**config.mk**
```make
export PLATFORM = sky130hd
export DESIGN_NAME = shadow_attr_ctrl
export DESIGN_NICKNAME = d
export VERILOG_FILES = /design/src/rtl/shadow_attr_ctrl.sv
export SDC_FILE = /design/constraint.sdc
export NUM_CORES = 1
export LEC_CHECK = 0
export ABC_AREA = 1
export BUFFER_PORTS_ARGS = -buffer_cell sky130_fd_sc_hd__buf_4
export CAP_MARGIN = 20
export CELL_PAD_IN_SITES_DETAIL_PLACEMENT = 0
export CELL_PAD_IN_SITES_GLOBAL_PLACEMENT = 1
export CORE_MARGIN = 5
export CORE_UTILIZATION = 41
export CTS_CLUSTER_SIZE = 24
export DETAILED_ROUTE_END_ITERATION = 12
export PLACE_DENSITY_LB_ADDON = 0.1
export SLEW_MARGIN = 20
export SYNTH_ARGS = -nofsm -noshare
export SYNTH_HDL_FRONTEND = slang
export SYNTH_SLANG_ARGS = --single-unit
```
**constraint.sdc**
```tcl
create_clock -name clk -period 3.23 [get_ports clk]
set_input_delay 0.646 -clock clk [delete_from_list [all_inputs] [get_ports clk]]
set_output_delay 0.646 -clock clk [all_outputs]
set_load 0.005 [all_outputs]
```
**src/rtl/shadow_attr_ctrl.sv**
```systemverilog
module shadow_attr_ctrl #(
  parameter int          NREG      = 7,
  parameter logic [7:0]  REG_BASE  = 8'h22,
  parameter logic [15:0] INIT_0X28 = 16'h00F9
) (
  input  logic        clk,
  input  logic        rst_n,
  input  logic        io_wr,
  input  logic        io_rd,
  input  logic [7:0]  io_addr,
  input  logic [15:0] io_wdata,
  output logic [15:0] io_rdata,
  input  logic [19:0] mem_addr,
  output logic        internal_sel,
  output logic        write_block
);
  localparam int         NSEG     = 12;
  localparam logic [7:0] REG_LAST = REG_BASE + 8'(2 * (NREG - 1));
  localparam int         IDX_CTL  = 0;
  localparam int         IDX_INIT = 3;
  localparam int         IDX_MODE = 5;
  localparam int         IDX_FINE = 6;

  logic [15:0]     cfg [NREG];
  logic [NSEG-1:0] seg_int, seg_wp;
  logic            locked;

  logic [7:0] off;
  logic [2:0] idx;
  logic       hit, fine_mode, accept;
  assign off       = io_addr - REG_BASE;
  assign idx       = off[3:1];
  assign hit       = !io_addr[0] && io_addr >= REG_BASE && io_addr <= REG_LAST;
  assign fine_mode = cfg[IDX_MODE][0];
  assign accept    = io_wr && hit && !locked;

  always_ff @(posedge clk) begin
    if (!rst_n) begin
      for (int r = 0; r < NREG; r++)
        cfg[r] <= (r == IDX_INIT) ? INIT_0X28 : 16'h0000;
      seg_int <= '0;
      seg_wp  <= '0;
      locked  <= 1'b0;
    end else if (accept) begin
      cfg[idx] <= io_wdata;
      if (32'(idx) == IDX_CTL) begin
        if (io_wdata[15]) locked <= 1'b1;
        if (!fine_mode) begin
          for (int s = 0; s < 4; s++) begin
            seg_int[s] <= io_wdata[10];
            seg_wp[s]  <= io_wdata[10] & ~io_wdata[11];
          end
          for (int s = 4; s < 8; s++) begin
            seg_int[s] <= io_wdata[9];
            seg_wp[s]  <= 1'b0;
          end
          for (int s = 8; s < NSEG; s++) begin
            seg_int[s] <= io_wdata[0];
            seg_wp[s]  <= 1'b0;
          end
        end
      end
      if (32'(idx) == IDX_FINE && fine_mode) begin
        for (int k = 0; k < 8; k++) begin
          seg_int[k+4] <= io_wdata[k+8];
          seg_wp[k+4]  <= io_wdata[k+8] & io_wdata[k];
        end
      end
    end
  end

  assign io_rdata = (io_rd && hit) ? cfg[idx] : 16'h0000;

  logic        in_win;
  logic [3:0]  seg;
  logic [15:0] int_pad, wp_pad;
  assign in_win  = mem_addr >= 20'hA0000;
  assign seg     = mem_addr[18:15] + 4'd12;
  assign int_pad = {4'b0000, seg_int};
  assign wp_pad  = {4'b0000, seg_wp};

  assign internal_sel = in_win && int_pad[seg];
  assign write_block  = in_win && wp_pad[seg];


  lock_sticky_chk: assert property (@(posedge clk) disable iff (!rst_n)
    locked |=> locked);


  lock_freeze_chk: assert property (@(posedge clk) disable iff (!rst_n)
    (locked && io_wr) |=> ($stable(seg_int) && $stable(seg_wp)));


  fine_ctl_hold_chk: assert property (@(posedge clk) disable iff (!rst_n)
    (io_wr && io_addr == REG_BASE && fine_mode) |=> ($stable(seg_int) && $stable(seg_wp)));


  unmapped_wr_chk: assert property (@(posedge clk) disable iff (!rst_n)
    (io_wr && !hit) |=> ($stable(seg_int) && $stable(seg_wp)));


  block_needs_int_chk: assert property (@(posedge clk) disable iff (!rst_n)
    write_block |-> internal_sel);
endmodule

```
==> reports/summary.log <==
[route] final wirelength 18500 microns
[sta] final max-slew violation count 0
[setup_path] Crit path max-delay family buffers and inverters
[sta] setup repair after global routing missed its margin false
[synthesis] async set or reset register ratio after synthesis 0%
[synthesis] portion of netlist area occupied by mux cells 0%
[route] remaining antenna violation count after routing 0
[grt] maximum number of pins on one net before global-route repair 88
[synthesis] post-synthesis instance area 0.00690 sq mm
[grt] number of global-route vias before repair 5251
[setup_path] cell at the slowest stage of the critical path sky130_fd_sc_hd__o221ai_1
[setup_path] Critical Setup Path Class input pin to output pin
[grt] global route overflow 0
[placement] worst setup slack after placement 0.192 ns
[cells_and_area] Net count, final 875
[cells_and_area] diode insertion count for antenna repair 0
[setup_path] critical path fanouts, max 12
[grt] first-pass GRT wire length 29100 microns
[setup_path] crit path launch type input pin
[synthesis] fraction of synthesized cell area in xor and xnor cells 0%
[placement] Area after DPL 0.00757 sq mm
[cells_and_area] post-route design area 0.00814 sq mm
[run_status] status complete, no violations
[floorplan] Die Ht 140 microns
[cells_and_area] commonest non-fill, non-tap cells in the layout sky130_fd_sc_hd__nor2_1 (207), sky130_fd_sc_hd__edfxtp_1 (112), sky130_fd_sc_hd__o21ai_0 (106)
[cells_and_area] synth-to-layout area growth 18.0%
[route] 1st-pass router iterations 5
[floorplan] number of ports placed on the die boundary 66
[cells_and_area] fraction of final layout cells sized beyond drive strength 1 15.5%
[cells_and_area] number of fillers in the final layout 1575
[synthesis] Adder-Cell Fraction of Synth Area 0.544%
[synthesis] synthesized net count 821
[sta] max frequency 324 MHz
[power_and_ir_drop] VDD IR max 0.372 mV
[placement] routability congestion estimate 0.891
[synthesis] largest family of logic cells by synthesized area simple AND/OR/NAND/NOR gates
[sta] maximum clock skew at final layout 0.00577 ns
[grt] Global Route Usage Sum 19.2%
[clock_network] number of H-tree branching levels 4
[synthesis] number of cells produced by synthesis 770
[clock_network] Skew-Pair Late Insertion Delay 0.42 ns
[clock_network] CTS tree yes
[sta] measured slew at the worst slew-check pin 0.613 ns
[clock_network] Reg clk slew, reported paths 0.06 ns
[clock_network] number of buffers created by CTS 17
[synthesis] number of warnings printed during yosys synthesis 0
[floorplan] Initial Utilization 41.8%
[clock_network] maximum clock path buffer count 2
[route] initial detailed-routing violation count 529
[synthesis] EDFF count, synth 112
[synthesis] ys flop type sky130_fd_sc_hd__edfxtp_1
[sta] Final Worst Setup Slack 0.142 ns
[synthesis] register bit count reported by yosys 147
[setup_path] WP data arrival 2.44 ns
[power_and_ir_drop] P_leak 3.04 nW
[cells_and_area] commonest non-fill, non-tap cell in the layout sky130_fd_sc_hd__nor2_1
[route] routed vias 5467
[sta] final critical-path required period 3.09 ns
[worst_hold_path] kind of path behind the tightest hold check flop to flop
[setup_path] combined buffer and inverter count along the critical path 5
[setup_path] Worst path max stage delay 0.30 ns
[synthesis] post-synthesis sequential area ratio 58.9%
[sta] Final period util 95.6%
[sta] final hold violation count 0
[floorplan] width of the die 140 microns
[sta] Final TNS setup 0 ns
[floorplan] count of standard-cell rows 47
[floorplan] die footprint 0.0195 sq mm
[synthesis] compound-gate portion of the synthesized area 13.9%
[flow_run] reported max-cap violation count 0
[placement] number of buffers added on ports 50
[synthesis] post-synthesis simple-gate area fraction 19.6%
[synthesis] Mean Syn Cell Area 8.96 sq um
[power_and_ir_drop] power density over the cells 534 mW/mm^2
[setup_path] critical path required time 2.58 ns
[clock_network] Sink Count 147
[clock_network] Post-CTS Repair Setup Buffers 0
[route] routed vias/inst 5.17
[clock_network] cell at the root of the clock tree sky130_fd_sc_hd__clkbuf_16
[placement] estimated wirelength of the detail-placed design 12400 microns
[floorplan] core region area 0.0165 sq mm
[sta] relative max-transition margin 59.2%
[route] routed len/inst 17.5 microns
[grt] initial antenna violation count 0
[synthesis] number of unique standard cell types used by synthesis 30
[sta] Final setup viols 0
[setup_path] critical-path cell list buf_4 > inv_1 > ha_1 > inv_1 > buf_12 > o21ai_0 > o221ai_1 > o21ai_0 > nor2_1 > buf_4
[setup_path] type of destination of the critical path output pin
[route] DRC violation count after routing 0
## stage by stage
stage / cells / total power [W] / util [%] / hold WS, ns
2_1_floorplan: 770 / 0.00235 / - / 0.426
3_3_place_gp: 1025 / 0.00250 / 45.8 / 0.446
3_5_place_dp: 1025 / 0.00250 / 45.8 / 0.450
4_1_cts: 1057 / 0.00438 / 49.2 / 0.460
5_1_grt: 1057 / 0.00452 / 49.3 / 0.479
6_report: 1057 / 0.00435 / 49.3 / 0.456
## layer usage
metal	up-vias	track usage [%]	share of wire, %
li1	2678	-	-
met1	2597	27.2	46
met2	165	29.8	46
met3	27	3.57	5.5
met4	0	6.32	2.1
met5	-	0	0
## worst min-delay path, delay by kind of cell, from the launching register on
family           cells  cell delay, ns
flip-flops           1            0.30
AND/OR/NAND/NOR      1            0.06
AO/OA/AOI/OAI        1            0.05
## cells by family after synthesis
kind of cell	after synthesis
adder cells (fa/ha/maj)	3
flip-flops	147
AND/OR/NAND/NOR	332
buffers and inverters	115
AO/OA/AOI/OAI	173
## path summary, 6_finish.rpt
path	startpoint	endpoint	slack [ns]	cells past startpoint
worst max-delay path	io_addr[2]	io_rdata[3]	0.14	10
worst min-delay path	seg_wp[9]$_SDFFE_PN0P_	seg_wp[9]$_SDFFE_PN0P_	0.46	2
worst max register to register	locked$_SDFFE_PN0P_	cfg[3][6]$_SDFFCE_PN1P_	1.32	9
worst min register to register	seg_wp[9]$_SDFFE_PN0P_	seg_wp[9]$_SDFFE_PN0P_	0.46	2
## Yosys cell counts, types with 4 or more instances
library cell	instances	area (sq um)
sky130_fd_sc_hd__inv_1	68	255
sky130_fd_sc_hd__buf_2	7	35.0
sky130_fd_sc_hd__dfxtp_1	35	701
sky130_fd_sc_hd__o21ai_1	6	30.0
sky130_fd_sc_hd__edfxtp_1	112	3360
sky130_fd_sc_hd__nor2_2	4	25.0
sky130_fd_sc_hd__clkbuf_1	27	101
sky130_fd_sc_hd__nor2_1	207	777
sky130_fd_sc_hd__a21oi_1	34	170
sky130_fd_sc_hd__inv_2	5	18.8
sky130_fd_sc_hd__nand2_1	95	357
sky130_fd_sc_hd__nor3_1	11	55.1
sky130_fd_sc_hd__buf_6	7	78.8
sky130_fd_sc_hd__o21ai_0	107	536
sky130_fd_sc_hd__o221ai_1	17	149
## flip-flops by register name, summed over array words and instances, names as in the netlist
name     cells
locked       1
seg_wp       9
cfg        128
seg_int      9
## power by group
part	switching, W	total, W	internal [W]
sequential	0.0000162	0.00210	0.00209
clock	0.000803	0.00189	0.00108
combinational	0.000241	0.000359	0.000118
total	0.00106	0.00435	0.00329
## layout make-up
| cell class | instances | area [sq um] | share of cell area (%) |
|---|---|---|---|
| sequential | 147 | 4060 | 49.9 |
| clock buffer | 20 | 479 | 5.89 |
| tap | 220 | 275 | 3.38 |
| clock inverter | 12 | 91.3 | 1.12 |
| timing repair buffer | 76 | 599 | 7.36 |
| inverter | 74 | 278 | 3.41 |
| multi-input combinational | 508 | 2350 | 28.9 |
## repair_timing
item                                    CTS  global route
hold buffers                              0             0
gates resized for setup                   0             1
endpoints found under the setup margin    0             1
No activity file was read; power rests on OpenSTA's default activity.
